[config.mk]
export PLATFORM = sky130hd
export DESIGN_NAME = hotswap_join_seq
export DESIGN_NICKNAME = d
export VERILOG_FILES = /design/src/rtl/hs_pkg.sv /design/src/rtl/hs_sync.sv /design/src/rtl/hs_cycle_timer.sv /design/src/rtl/hs_stop_detect.sv /design/src/rtl/hs_join_fsm.sv /design/src/rtl/hotswap_join_seq.sv
export SDC_FILE = /design/constraint.sdc
export NUM_CORES = 1
export LEC_CHECK = 0
export BUFFER_PORTS_ARGS = -buffer_cell sky130_fd_sc_hd__buf_2
export CAP_MARGIN = 20
export CORE_MARGIN = 4
export CORE_UTILIZATION = 59
export DETAILED_ROUTE_END_ITERATION = 7
export GPL_ROUTABILITY_DRIVEN = 0
export PLACE_DENSITY_LB_ADDON = 0.08
export SYNTH_ARGS = -nofsm -noshare
export SYNTH_HDL_FRONTEND = slang
export SYNTH_SLANG_ARGS = --single-unit
[constraint.sdc]
create_clock -name clk -period 2.7 [get_ports clk]
set_clock_uncertainty 0.15 [all_clocks]
set_input_delay 0.675 -clock clk [delete_from_list [all_inputs] [get_ports clk]]
set_output_delay 0.675 -clock clk [all_outputs]
set_load 0.005 [all_outputs]
[src/rtl/hs_pkg.sv]
package hs_pkg;
   typedef enum logic [1:0] {
      ST_LOCK   = 2'd0,
      ST_INIT   = 2'd1,
      ST_DETECT = 2'd2,
      ST_JOINED = 2'd3
   } join_state_t;

   // bit positions inside the synchronized input vector
   localparam int unsigned IX_A_RISE = 0;
   localparam int unsigned IX_B_RISE = 1;
   localparam int unsigned IX_A_FALL = 2;
   localparam int unsigned IX_B_FALL = 3;
   localparam int unsigned IX_BP_SDA = 4;
   localparam int unsigned IX_BP_SCL = 5;
   localparam int unsigned IX_CD_SDA = 6;
   localparam int unsigned IX_CD_SCL = 7;
   localparam int unsigned IX_ACCEL  = 8;
   localparam int unsigned IN_WIDTH  = 9;
endpackage

[src/rtl/hs_sync.sv]
module hs_sync #(
   parameter int unsigned WIDTH  = 1,
   parameter int unsigned STAGES = 2
) (
   input  logic             clk,
   input  logic             rst_n,
   input  logic [WIDTH-1:0] async_i,
   output logic [WIDTH-1:0] sync_o
);
   if (STAGES < 2) begin : g_bad_stages
      $error("hs_sync: STAGES must be at least 2");
   end
   if (WIDTH < 1) begin : g_bad_width
      $error("hs_sync: WIDTH must be at least 1");
   end

   logic [WIDTH-1:0] stage_q [STAGES];

   for (genvar s = 0; s < STAGES; s++) begin : g_stage
      if (s == 0) begin : g_first
         always_ff @(posedge clk or negedge rst_n) begin
            if (!rst_n) stage_q[s] <= '0;
            else        stage_q[s] <= async_i;
         end
      end else begin : g_chain
         always_ff @(posedge clk or negedge rst_n) begin
            if (!rst_n) stage_q[s] <= '0;
            else        stage_q[s] <= stage_q[s-1];
         end
      end
   end

   assign sync_o = stage_q[STAGES-1];
endmodule

[src/rtl/hs_cycle_timer.sv]
module hs_cycle_timer #(
   parameter int unsigned LIMIT = 16
) (
   input  logic clk,
   input  logic rst_n,
   input  logic clear,
   input  logic run,
   output logic done
);
   if (LIMIT < 2) begin : g_bad_limit
      $error("hs_cycle_timer: LIMIT must be at least 2");
   end

   localparam int unsigned CW = $clog2(LIMIT);
   localparam logic [CW-1:0] LAST = CW'(LIMIT - 1);

   logic [CW-1:0] cnt_q;

   assign done = run && (cnt_q == LAST);

   always_ff @(posedge clk or negedge rst_n) begin
      if (!rst_n)             cnt_q <= '0;
      else if (clear)         cnt_q <= '0;
      else if (run && !done)  cnt_q <= cnt_q + CW'(1);
   end

   AST_TIMER_BOUND: assert property (@(posedge clk) disable iff (!rst_n)
      cnt_q <= LAST);
   AST_TIMER_RESTART: assert property (@(posedge clk) disable iff (!rst_n)
      clear |=> (cnt_q == '0));
endmodule

[src/rtl/hs_stop_detect.sv]
module hs_stop_detect (
   input  logic clk,
   input  logic rst_n,
   input  logic sda_s,
   input  logic scl_s,
   input  logic lines_high,
   output logic stop_seen
);
   logic sda_prev_q;

   always_ff @(posedge clk or negedge rst_n) begin
      if (!rst_n) sda_prev_q <= 1'b0;
      else        sda_prev_q <= sda_s;
   end

   assign stop_seen = lines_high && scl_s && sda_s && !sda_prev_q;

   AST_STOP_IS_EDGE: assert property (@(posedge clk) disable iff (!rst_n)
      stop_seen |=> $past(sda_s) && $past(scl_s));
endmodule

[src/rtl/hs_join_fsm.sv]
module hs_join_fsm
   import hs_pkg::*;
(
   input  logic        clk,
   input  logic        rst_n,
   input  logic        both_rise,
   input  logic        supply_drop,
   input  logic        init_done,
   input  logic        idle_done,
   input  logic        stop_seen,
   output join_state_t state_o
);
   join_state_t state_q, state_d;

   always_comb begin
      state_d = state_q;
      if (state_q != ST_LOCK && supply_drop) begin
         state_d = ST_LOCK;
      end else begin
         unique case (state_q)
            ST_LOCK:   if (both_rise)              state_d = ST_INIT;
            ST_INIT:   if (init_done)              state_d = ST_DETECT;
            ST_DETECT: if (stop_seen || idle_done) state_d = ST_JOINED;
            ST_JOINED: state_d = ST_JOINED;
            default:   state_d = ST_LOCK;
         endcase
      end
   end

   always_ff @(posedge clk or negedge rst_n) begin
      if (!rst_n) state_q <= ST_LOCK;
      else        state_q <= state_d;
   end

   assign state_o = state_q;

   AST_LOCK_EXIT_BOTH: assert property (@(posedge clk) disable iff (!rst_n)
      (state_q == ST_LOCK && !both_rise) |=> state_q == ST_LOCK);
   AST_INIT_TO_DETECT: assert property (@(posedge clk) disable iff (!rst_n)
      (state_q == ST_INIT && !supply_drop && !init_done) |=> state_q == ST_INIT);
endmodule

[src/rtl/hotswap_join_seq.sv]
module hotswap_join_seq
   import hs_pkg::*;
#(
   parameter int unsigned INIT_CYCLES = 36000,
   parameter int unsigned IDLE_CYCLES = 28000,
   parameter int unsigned SYNC_STAGES = 2
) (
   input  logic clk,
   input  logic rst_n,
   input  logic sup_a_rise_ok,
   input  logic sup_a_fall_ok,
   input  logic sup_b_rise_ok,
   input  logic sup_b_fall_ok,
   input  logic bp_sda,
   input  logic bp_scl,
   input  logic cd_sda,
   input  logic cd_scl,
   input  logic accel_pin,
   output logic precharge_en,
   output logic connect_en,
   output logic accel_en
);
   if (INIT_CYCLES < 2 || IDLE_CYCLES < 2) begin : g_bad_times
      $error("hotswap_join_seq: interval parameters must be at least 2");
   end

   logic [IN_WIDTH-1:0] raw_vec, syn_vec;
   logic both_rise, supply_drop, lines_high;
   logic init_done, idle_done, stop_seen;
   join_state_t state;

   assign raw_vec[IX_A_RISE] = sup_a_rise_ok;
   assign raw_vec[IX_B_RISE] = sup_b_rise_ok;
   assign raw_vec[IX_A_FALL] = sup_a_fall_ok;
   assign raw_vec[IX_B_FALL] = sup_b_fall_ok;
   assign raw_vec[IX_BP_SDA] = bp_sda;
   assign raw_vec[IX_BP_SCL] = bp_scl;
   assign raw_vec[IX_CD_SDA] = cd_sda;
   assign raw_vec[IX_CD_SCL] = cd_scl;
   assign raw_vec[IX_ACCEL]  = accel_pin;

   hs_sync #(.WIDTH(IN_WIDTH), .STAGES(SYNC_STAGES)) u_sync (
      .clk(clk), .rst_n(rst_n), .async_i(raw_vec), .sync_o(syn_vec));

   assign both_rise   = syn_vec[IX_A_RISE] && syn_vec[IX_B_RISE];
   assign supply_drop = !syn_vec[IX_A_FALL] || !syn_vec[IX_B_FALL];
   assign lines_high  = syn_vec[IX_BP_SDA] && syn_vec[IX_BP_SCL] &&
                        syn_vec[IX_CD_SDA] && syn_vec[IX_CD_SCL];

   hs_cycle_timer #(.LIMIT(INIT_CYCLES)) u_init_timer (
      .clk(clk), .rst_n(rst_n),
      .clear(state != ST_INIT),
      .run(state == ST_INIT),
      .done(init_done));

   hs_cycle_timer #(.LIMIT(IDLE_CYCLES)) u_idle_timer (
      .clk(clk), .rst_n(rst_n),
      .clear(state != ST_DETECT || !lines_high),
      .run(state == ST_DETECT && lines_high),
      .done(idle_done));

   hs_stop_detect u_stop (
      .clk(clk), .rst_n(rst_n),
      .sda_s(syn_vec[IX_BP_SDA]), .scl_s(syn_vec[IX_BP_SCL]),
      .lines_high(lines_high), .stop_seen(stop_seen));

   hs_join_fsm u_fsm (
      .clk(clk), .rst_n(rst_n),
      .both_rise(both_rise), .supply_drop(supply_drop),
      .init_done(init_done), .idle_done(idle_done),
      .stop_seen(stop_seen), .state_o(state));

   assign precharge_en = (state == ST_INIT) || (state == ST_DETECT);
   assign connect_en   = (state == ST_JOINED);
   assign accel_en     = connect_en && syn_vec[IX_ACCEL];

   AST_LOCK_QUIET: assert property (@(posedge clk) disable iff (!rst_n)
      state == ST_LOCK |-> !(precharge_en || connect_en || accel_en));
   AST_DROP_LOCKS: assert property (@(posedge clk) disable iff (!rst_n)
      (state != ST_LOCK && supply_drop) |=> state == ST_LOCK);
   AST_JOIN_NEEDS_HIGH: assert property (@(posedge clk) disable iff (!rst_n)
      $rose(connect_en) |-> $past(lines_high));
   AST_JOIN_FROM_DETECT: assert property (@(posedge clk) disable iff (!rst_n)
      $rose(connect_en) |-> $past(state) == ST_DETECT);
   AST_JOINED_NO_PRECHARGE: assert property (@(posedge clk) disable iff (!rst_n)
      connect_en |-> !precharge_en);
   AST_STAYS_JOINED: assert property (@(posedge clk) disable iff (!rst_n)
      (connect_en && !supply_drop) |=> connect_en);
   AST_ACCEL_GATED: assert property (@(posedge clk) disable iff (!rst_n)
      accel_en |-> connect_en);
endmodule

==> out/metrics.cfg <==
[synth]
synth_compound_gate_area_share_pct=5.346
yosys_warnings=0
synthSimpleGateAreaFrac_pct=24.03
synthArstFlopShare_pct=100.0
syn-mean-instance-area_um2=11.70
synthXorXnorAreaFrac_pct=8.693
syn-num-nets=215
ys_seq_elements=52
synthMuxAreaShare_pct=0.8639
synth_ff_type=dfrtp_1
postSynthCellCount=198
ys_seq_area_share_pct=56.16
synth.cell_area_um2=2317
synth_edf_count=0
ys_types=37
synth_fa_ha_area_share_pct=3.240
synth_top_family_by_area=simple AND/OR/NAND/NOR gates

[floorplanning]
start_util_pct=62.36
coreArea_um2=3716
rows=22
io_pins=14
die_w_um=70.67
dieArea_um2=4994
chipHeight_um=70.67

[detailed_routing]
antenna_left=0
drcViolationCount=0
avgViaCountPerCell=5.582
wirelength_um=3546
first_iter_violations=96
vias=1468
firstDrtPassIters=4
avgRoutedWirePerCell_um=13.48

[cells_and_area]
antenna_cells=0
seqCellArea_um2=1301
design_area_um2=2511
fillers=288
final_cell_mix=52 x dfrtp_1, 16 x nand2_1, 15 x and2_1
drive_gt1_share_pct=16.74
multi_input_area_um2=977.2
final_common_cell=dfrtp_1
fin_nets=232
area_growth_pct=8.369

[timing]
final_hold_viol_count=0
hold_slack_ns=0.1996
period_needed_ns=2.241
period_share_pct=83.01
final_max_slew_viol_count=0
tns_ns=0
timing.slew.headroom_pct=59.19
setup_viol=0
fmax_mhz=446.2
tightestPinTransition_ns=0.6122
rsz0062_at_grt=no

[job]
max_cap_violations=0

[power]
powerDensity_nw_per_um2=605.3
ir_worst_vdd_uv=402.3
p_leak_nw=1.146

[setup_path]
endpoint_kind=flop
crit_start=u_idle_timer.cnt_q[0]$_DFFE_PN0P_
ff2ff_path_depth=6
r2r_setup_slack_ns=0.46
r2r-start=u_idle_timer.cnt_q[0]$_DFFE_PN0P_
crit_type=flop to flop
cp-endpoint=u_fsm.state_o[0]$_DFFE_PN0P_
critPathArrivalTime_ns=2.28
cp.required_ns=2.74
critPathMaxStageDelay_ns=0.50
cp_slowest_cell=a222oi_1
path_cells=ha_1 > and4_1 > nand4_2 > a222oi_1 > a31o_2 > o22ai_1
rr_endpoint=u_fsm.state_o[0]$_DFFE_PN0P_
startpoint_type=flop
crit_fanout=8

[cts]
clkLatencyLatePin_ns=0.30
clk_path_buf_depth=2
cts.repair.resized=0
cts_tree=yes
htreeDepth=2
ctsHoldBuffers=0
path_clk_slew_ns=0.08
clkSinkCount=52
post_cts_buffers=0
cts_made_buffers=5
clock-root-buffer=clkbuf_8

[global_route]
grt.overflow.total=0
grt_max_degree=53
grt_pass1_wl_um=6541
grt_use_total_pct=16.42
first_global_vias=1454
antenna_found_initial=0

[min_path]
hold_depth=0
hold_start=u_sync.stage_q[13]$_DFF_PN0_
min_path_type=flop to flop

[run_status]
status=finished, final reports clean

[place]
io_buffers=13
dp_hpwl_um=2571
placed_area_um2=2434

## synth_stat cells (2+ instances only)
cell,n,share of area [%]
dfrtp_1,52,56
nand2_1,16,2.6
and2_1,15,4.0
xnor2_1,13,4.9
nor2_1,12,1.9
nand4_1,10,2.7
xor2_1,10,3.8
nand3_1,7,1.5
ha_1,6,3.2
inv_1,6,0.97
a21oi_1,5,1.1
nor3_1,5,1.1
a31o_2,4,1.5
and3_1,4,1.1
and4_1,3,1.1
and4bb_2,3,1.6
clkbuf_1,3,0.49
nor2b_1,3,0.81
mux2i_1,2,0.86
nor4b_4,2,2.1
## flip-flops by register name, indices dropped and copies added (netlist names)
register	count
u_stop.sda_prev_q	1
u_idle_timer.cnt_q	15
u_fsm.state_o	2
u_sync.stage_q	9
u_sync.sync_o	9
u_init_timer.cnt_q	16
## worst min-delay path by stage
| stage | to | slack, ns |
|---|---|---|
| CTS | u_sync.sync_o[4]$_DFF_PN0_ | 0.20 |
| detailed placement | u_sync.sync_o[4]$_DFF_PN0_ | 0.19 |
| global route | u_sync.sync_o[8]$_DFF_PN0_ | 0.22 |
| finish | u_sync.sync_o[4]$_DFF_PN0_ | 0.20 |
| global placement | u_sync.sync_o[4]$_DFF_PN0_ | 0.18 |
| floorplan | u_sync.sync_o[0]$_DFF_PN0_ | 0.18 |
## power by group
group | leakage (nW) | internal, mW | switching [mW]
clock network | 0.0410 | 0.176 | 0.218
logic | 0.426 | 0.116 | 0.153
registers | 0.678 | 0.820 | 0.0369
## cell type report
class,count,area share (%)
clock buffer,6,2.890
tap,48,2.392
sequential,52,51.82
clock inverter,1,0.1993
timing repair buffer,14,2.890
inverter,6,0.8969
multi-input combinational,136,38.91
## cell families (layout without fill, tap and decap cells)
kind of cell	count (synthesis)	in the layout
xor gates and xnor gates	23	23
buffers and inverters	10	27
and+or+nand+nor	88	88
muxes	2	2
DFF	52	52
adders and majority gates	6	6
AOI/OAI and AO/OA	17	17
## per-stage QoR
stage	worst slack, ns	utilization, %	instances	power (mW)
finish	0.4588	67.58	263	1.520
global route	0.2839	67.58	263	1.625
CTS	0.4605	67.58	263	1.539
detailed placement	0.4598	65.49	256	1.143
global placement	0.6065	65.49	256	1.126
floorplan	0.7160	-	198	1.056
## worst max-delay path: cells and delay by family (launching register included)
kind / cells / cell delay [ns]
adder cells (fa/ha/maj): 1 / 0.21
AND/OR/NAND/NOR: 2 / 0.56
flip-flops: 1 / 0.39
AO/OA/AOI/OAI: 3 / 0.82
## per-layer routing
| layer | part of all wire (%) | routed length [um] | global-route usage, % | vias up |
|---|---|---|---|---|
| li1 | - | - | - | 714 |
| met1 | 45 | 1589 | 21.14 | 723 |
| met2 | 49 | 1733 | 26.30 | 25 |
| met3 | 4.5 | 161 | 4.972 | 6 |
| met4 | 1.7 | 61 | 6.263 | 0 |
| met5 | 0 | 0 | 0 | - |
Note: power is estimated with default switching activity, not from simulation.
